--- config.mk ---
export PLATFORM = sky130hd
export DESIGN_NAME = pwm_pulse_gen
export DESIGN_NICKNAME = d
export VERILOG_FILES = /design/src/rtl/pwmg_pkg.sv /design/src/rtl/pwmg_debounce.sv /design/src/rtl/pwmg_ctrl.sv /design/src/rtl/pwmg_tick.sv /design/src/rtl/pwmg_core.sv /design/src/rtl/pwm_pulse_gen.sv
export SDC_FILE = /design/constraint.sdc
export NUM_CORES = 1
export LEC_CHECK = 0
export ABC_AREA = 0
export BUFFER_PORTS_ARGS = -buffer_cell sky130_fd_sc_hd__buf_2
export CAP_MARGIN = 40
export CORE_MARGIN = 5
export CORE_UTILIZATION = 28
export CTS_CLUSTER_SIZE = 28
export DETAILED_ROUTE_END_ITERATION = 8
export GPL_TIMING_DRIVEN = 0
export SLEW_MARGIN = 25
export SYNTH_ARGS = -nofsm -noshare
export SYNTH_HDL_FRONTEND = slang
export SYNTH_SLANG_ARGS = --single-unit
--- constraint.sdc ---
create_clock -name clk -period 5 [get_ports clk]
set_input_delay 0.25 -clock clk [delete_from_list [all_inputs] [get_ports clk]]
set_output_delay 0.25 -clock clk [all_outputs]
set_load 0.1 [all_outputs]
--- src/rtl/pwmg_pkg.sv ---
package pwmg_pkg;
  localparam int IDX_W     = 4;
  localparam int IDX_FIRST = 1;
  localparam int IDX_LAST  = 15;
  localparam int NUM_BTN   = 2;
  localparam int BTN_PSC   = 0;
  localparam int BTN_SRC   = 1;

  typedef logic [IDX_W-1:0] psc_idx_t;

  typedef enum logic {
    SRC_FAST = 1'b0,
    SRC_SLOW = 1'b1
  } clk_src_e;
endpackage

--- src/rtl/pwmg_debounce.sv ---
module pwmg_debounce #(
  parameter int DEB_CYC = 50000
) (
  input  logic clk,
  input  logic rst,
  input  logic btn_n,
  output logic press_o
);
  localparam int CW = (DEB_CYC > 1) ? $clog2(DEB_CYC + 1) : 1;
  localparam logic [CW-1:0] LAST = CW'(DEB_CYC - 1);

  logic          s1, s2, level;
  logic [CW-1:0] cnt;

  always_ff @(posedge clk) begin
    if (rst) begin
      s1      <= 1'b1;
      s2      <= 1'b1;
      level   <= 1'b1;
      cnt     <= '0;
      press_o <= 1'b0;
    end else begin
      s1      <= btn_n;
      s2      <= s1;
      press_o <= level && !s2 && (cnt == LAST);
      if (s2 == level) begin
        cnt <= '0;
      end else if (cnt == LAST) begin
        level <= s2;
        cnt   <= '0;
      end else begin
        cnt <= cnt + 1'b1;
      end
    end
  end
endmodule

--- src/rtl/pwmg_ctrl.sv ---
module pwmg_ctrl
  import pwmg_pkg::*;
#(
  parameter int IDX_RST = 3
) (
  input  logic     clk,
  input  logic     rst,
  input  logic     psc_press_i,
  input  logic     src_press_i,
  output psc_idx_t idx_sel_o,
  output clk_src_e src_o
);
  always_ff @(posedge clk) begin
    if (rst) begin
      idx_sel_o <= psc_idx_t'(IDX_RST);
      src_o     <= SRC_FAST;
    end else begin
      if (psc_press_i) begin
        if (idx_sel_o == psc_idx_t'(IDX_LAST)) idx_sel_o <= psc_idx_t'(IDX_FIRST);
        else                                   idx_sel_o <= idx_sel_o + 1'b1;
      end
      if (src_press_i) begin
        src_o <= (src_o == SRC_FAST) ? SRC_SLOW : SRC_FAST;
      end
    end
  end
endmodule

--- src/rtl/pwmg_tick.sv ---
module pwmg_tick
  import pwmg_pkg::*;
#(
  parameter int SLOW_DIV = 8,
  parameter int PRE_W    = 14
) (
  input  logic     clk,
  input  logic     rst,
  input  clk_src_e src_i,
  input  psc_idx_t idx_i,
  output logic     tick_o
);
  localparam int SW = (SLOW_DIV > 1) ? $clog2(SLOW_DIV) : 1;

  logic [SW-1:0]    slow_cnt;
  logic [PRE_W-1:0] pre_cnt;
  logic [PRE_W-1:0] mask;
  logic             slow_stb, src_en;

  assign slow_stb = (slow_cnt == SW'(SLOW_DIV - 1));
  assign src_en   = (src_i == SRC_SLOW) ? slow_stb : 1'b1;

  always_comb begin
    mask = '0;
    for (int i = 0; i < PRE_W; i++) begin
      if (i < int'(idx_i) - 1) mask[i] = 1'b1;
    end
  end

  assign tick_o = src_en && ((pre_cnt & mask) == mask);

  always_ff @(posedge clk) begin
    if (rst) begin
      slow_cnt <= '0;
      pre_cnt  <= '0;
    end else begin
      slow_cnt <= slow_stb ? '0 : slow_cnt + 1'b1;
      if (src_en) pre_cnt <= pre_cnt + 1'b1;
    end
  end
endmodule

--- src/rtl/pwmg_core.sv ---
module pwmg_core
  import pwmg_pkg::*;
#(
  parameter int CNT_W   = 8,
  parameter int PER_RST = 199,
  parameter int CMP_RST = 100,
  parameter int IDX_RST = 3
) (
  input  logic             clk,
  input  logic             rst,
  input  logic             tick_i,
  input  logic [CNT_W-1:0] period_i,
  input  logic [CNT_W-1:0] compare_i,
  input  psc_idx_t         idx_sel_i,
  output psc_idx_t         idx_act_o,
  output logic [CNT_W-1:0] cnt_o,
  output logic [CNT_W-1:0] per_act_o,
  output logic [CNT_W-1:0] cmp_act_o,
  output logic             wrap_o,
  output logic             pulse_o
);
  assign wrap_o = tick_i && (cnt_o == per_act_o);

  always_ff @(posedge clk) begin
    if (rst) begin
      cnt_o     <= '0;
      per_act_o <= CNT_W'(PER_RST);
      cmp_act_o <= CNT_W'(CMP_RST);
      idx_act_o <= psc_idx_t'(IDX_RST);
      pulse_o   <= 1'b0;
    end else begin
      pulse_o <= (cnt_o <= cmp_act_o);
      if (wrap_o) begin
        cnt_o     <= '0;
        per_act_o <= period_i;
        cmp_act_o <= compare_i;
        idx_act_o <= idx_sel_i;
      end else if (tick_i) begin
        cnt_o <= cnt_o + 1'b1;
      end
    end
  end
endmodule

--- src/rtl/pwm_pulse_gen.sv ---
module pwm_pulse_gen
  import pwmg_pkg::*;
#(
  parameter int CNT_W    = 8,
  parameter int PER_RST  = 199,
  parameter int CMP_RST  = 100,
  parameter int IDX_RST  = 3,
  parameter int SLOW_DIV = 8,
  parameter int PRE_W    = 14,
  parameter int DEB_CYC  = 50000
) (
  input  logic             clk,
  input  logic             rst,
  input  logic             btn_psc_n,
  input  logic             btn_src_n,
  input  logic [CNT_W-1:0] period_i,
  input  logic [CNT_W-1:0] compare_i,
  output logic             pulse_o
);
  logic [NUM_BTN-1:0] btn_raw_n, press;
  psc_idx_t           idx_sel, idx_act;
  clk_src_e           src_sel;
  logic               tick, wrap;
  logic [CNT_W-1:0]   cnt, per_act, cmp_act;

  assign btn_raw_n[BTN_PSC] = btn_psc_n;
  assign btn_raw_n[BTN_SRC] = btn_src_n;

  for (genvar b = 0; b < NUM_BTN; b++) begin : g_btn
    pwmg_debounce #(.DEB_CYC(DEB_CYC)) u_deb (
      .clk(clk), .rst(rst), .btn_n(btn_raw_n[b]), .press_o(press[b])
    );
  end

  pwmg_ctrl #(.IDX_RST(IDX_RST)) u_ctrl (
    .clk(clk), .rst(rst),
    .psc_press_i(press[BTN_PSC]), .src_press_i(press[BTN_SRC]),
    .idx_sel_o(idx_sel), .src_o(src_sel)
  );

  pwmg_tick #(.SLOW_DIV(SLOW_DIV), .PRE_W(PRE_W)) u_tick (
    .clk(clk), .rst(rst), .src_i(src_sel), .idx_i(idx_act), .tick_o(tick)
  );

  pwmg_core #(
    .CNT_W(CNT_W), .PER_RST(PER_RST), .CMP_RST(CMP_RST), .IDX_RST(IDX_RST)
  ) u_core (
    .clk(clk), .rst(rst), .tick_i(tick),
    .period_i(period_i), .compare_i(compare_i), .idx_sel_i(idx_sel),
    .idx_act_o(idx_act), .cnt_o(cnt), .per_act_o(per_act), .cmp_act_o(cmp_act),
    .wrap_o(wrap), .pulse_o(pulse_o)
  );
endmodule

==> run summary <==
outcome: completed
layout cells sized above 1: 0.1011
GPL Wtd Cong: 0.8436
fmax: 377.2 MHz
sequential fraction of the synthesis area: 0.4247
worst r2r path cells: 10
Min-Delay Startpoint: btn_src_n
total power: 1.485 mW
DR iter-0 viols: 215
CP max FO: 10
setup TNS: 0 ns
WL met3: 371 um
antenna violations before repair: 0
DR vias: 3578
DRC viols: 0
syn_nets: 538
first-pass GRT wire length: 15.98 mm
Core Area: 15090 sq um
Final setup viols: 0
Die Height: 133.8 um
Yosys reg bits: 91
Post-Syn Instances: 498
post-DR vias/cell: 4.956
Hold Fails Final Rpt: 0
RSZ-0062 raised after global routing: false
Die W: 133.8 um
Max clock buf depth: 2
CTS Buf Count: 9
Setup Buffers After CTS: 0
Post-Place Cells: 706
uppermost layer routed: met4
delay-heaviest family, CP: compound AO/OA/AOI/OAI gates
Clock transition at path regs: 0.06 ns
clock skew: 0.007564 ns
Detail Route Antenna Nets: 0
wirelength, routed: 9.112 mm
Peak VDD IR: 165.8 uV
Worst Path Required: 5.20 ns
Final Slew Violations: 0
Ant. Diodes: 0
critical path class: reg2reg
fin util: 0.3271
Total GRT Usage: 0.1076
WHS Path Cells: 2
worst path arrival time: 2.85 ns
HPWL Detailed: 6.762 mm
post-cts resize count: 0
later-pin clock latency in the skew report: 0.34 ns
die footprint: 17890 sq um
TritonCTS clock tree: yes
Post-Route M1 WL: 4.396 mm
Tcrit/Tclk final: 0.5302
reg2reg start: u_core.idx_act_o[0]$_SDFFE_PP1P_
Area Growth Syn to Fin: 15.08%
max_slew headroom: 0.5469
time the worst path needs with I/O delays and setup: 2.651 ns
Port Buffers: 20
largest net degree at the start of global routing: 16
Root Buffer: clkbuf_16
PwrDens: 300.8 nW/um^2
DRT Pass-1 Iters: 4
cells along the critical path: inv_1 -> ha_1 -> nor4bb_1 -> o221ai_1 -> a211oi_2 -> o221ai_1 -> buf_4 -> buf_4 -> o21ai_0 -> nand3_1
hold buffer count at cts: 0
Met2 Wirelength: 4.283 mm
YS warnings: 0
worst slew pin tran: 0.6744 ns
Reg2Reg Setup Slack: 2.35 ns
initial core utilization: 0.2842
vias in the first global route: 3486
Crit path largest cell delay: 0.43 ns
Routed WL per cell: 12.62 um
FP Rows: 45
main flop type after synthesis: dfxtp_1
ys async rst share: 0
Startpoint Class: flop
Hold EP: g_btn[1].u_deb.s1$_SDFF_PP1_
clk sinks: 91
endpoint class of the critical path: flop
fin cells: 722
Post-synth EDFFs: 0
Cell variety after synth: 52
critical path's slowest cell: dfxtp_1
H-Tree Depth: 3
# IOs: 21
Worst Path Buf+Inv: 3
Nets: 569
max cap viols: 0
Leakage: 1.790 nW
gr ovfl total: 0
FF-to-FF End: u_core.per_act_o[7]$_SDFFE_PP1P_
Cell Area, Synth: 4289 sq um
syn avg cell area: 8.613 sq um
Hold WC Path Type: in2reg
cell families (layout without fill, tap and decap cells):
logic type	Yosys count	after routing	share of synthesized area
AOI/OAI and AO/OA	87	87	0.1208
adders and majority gates	20	20	0.05834
xor gates and xnor gates	47	47	0.09598
buffers and inverters	40	76	0.04317
DFF	91	91	0.4247
muxes	2	2	0.004668
and+or+nand+nor	211	211	0.2523
metal layers:
| metal | vias to the layer above | track usage |
|---|---|---|
| met5 | - | 0 |
| met3 | 6 | 0.03852 |
| li1 | 1817 | - |
| met4 | 0 | 0.02857 |
| met2 | 58 | 0.1707 |
| met1 | 1697 | 0.1390 |
cells in the final DEF, fill, tap and decap left out, drive strengths merged, types with 14 or more instances in the layout:
cell	netlist	final
buf	10	30
nand2	29	29
clkbuf	11	23
dfxtp	91	91
ha	20	20
xor2	33	33
xnor2	14	14
a21oi	26	26
inv	19	21
nor2	56	56
nand3	52	52
o21ai	36	36
flip-flops by register name (all words and copies together), names as in the netlist, 3 cells and up:
| name | flops |
|---|---|
| u_core.per_act_o | 8 |
| u_core.idx_act_o | 4 |
| u_tick.pre_cnt | 14 |
| g_btn.u_deb.cnt | 32 |
| u_core.cmp_act_o | 8 |
| u_ctrl.idx_sel_o | 4 |
| u_core.cnt_o | 8 |
| u_tick.slow_cnt | 3 |
cell type report:
cell class                      instances  area (sq um)
Clock inverter                          4         55.05
Sequential cell                        91          1822
Buffer                                 21         113.9
Timing Repair Buffer                   20         100.1
Multi-Input combinational cell        367          2282
Inverter                               19         71.32
Fill cell                            1559         10150
Clock buffer                           12         256.5
Tap cell                              188         235.2
worst max path at each step:
| stage | endpoint | depth (start not counted) | start | slack (ns) |
|---|---|---|---|---|
| after floorplan | u_core.cmp_act_o[2]$_SDFFE_PP1P_ | 10 | u_core.idx_act_o[0]$_SDFFE_PP1P_ | 2.70 |
| final | u_core.per_act_o[7]$_SDFFE_PP1P_ | 10 | u_core.idx_act_o[0]$_SDFFE_PP1P_ | 2.35 |
| after CTS | u_core.cmp_act_o[5]$_SDFFE_PP1P_ | 10 | u_core.idx_act_o[0]$_SDFFE_PP1P_ | 2.36 |
| after detailed placement | u_core.cmp_act_o[5]$_SDFFE_PP1P_ | 10 | u_core.idx_act_o[0]$_SDFFE_PP1P_ | 2.36 |
| after global routing | u_core.per_act_o[6]$_SDFFE_PP1P_ | 10 | u_core.idx_act_o[0]$_SDFFE_PP1P_ | 2.07 |
| after global placement | u_core.per_act_o[0]$_SDFFE_PP1P_ | 10 | u_core.idx_act_o[0]$_SDFFE_PP1P_ | 2.43 |
metrics by stage:
| step | hold slack (ns) | setup slack, ns | area (sq um) |
|---|---|---|---|
| 2_1_floorplan | 0.3538 | 2.703 | 4289 |
| 6_report | 0.09885 | 2.349 | 4936 |
| 3_3_place_gp | 0.3912 | 2.427 | 4624 |
| 4_1_cts | 0.08500 | 2.364 | 4936 |
| 3_5_place_dp | 0.3932 | 2.364 | 4624 |
| 5_1_grt | 0.08074 | 2.074 | 4936 |
report_power, final:
| group | internal, mW | switching, mW |
|---|---|---|
| Combinational | 0.0187 | 0.0311 |
| Clock | 0.418 | 0.279 |
| Sequential | 0.732 | 0.00603 |
synth_stat cells, types with 6 or more instances:
library cell | instances | area, sq um
a21oi_1 | 26 | 130.1
nor2_1 | 56 | 210.2
and3_1 | 9 | 56.30
dfxtp_1 | 91 | 1822
inv_1 | 19 | 71.32
ha_1 | 20 | 250.2
xor2_1 | 33 | 289.0
or3_1 | 6 | 37.54
nand2_1 | 29 | 108.9
nand4_1 | 10 | 62.56
clkbuf_1 | 11 | 41.29
xnor2_1 | 14 | 122.6
nor3_1 | 9 | 45.04
o21ai_0 | 35 | 175.2
nand3_1 | 52 | 260.3
Note: power is estimated with default switching activity, not from simulation.
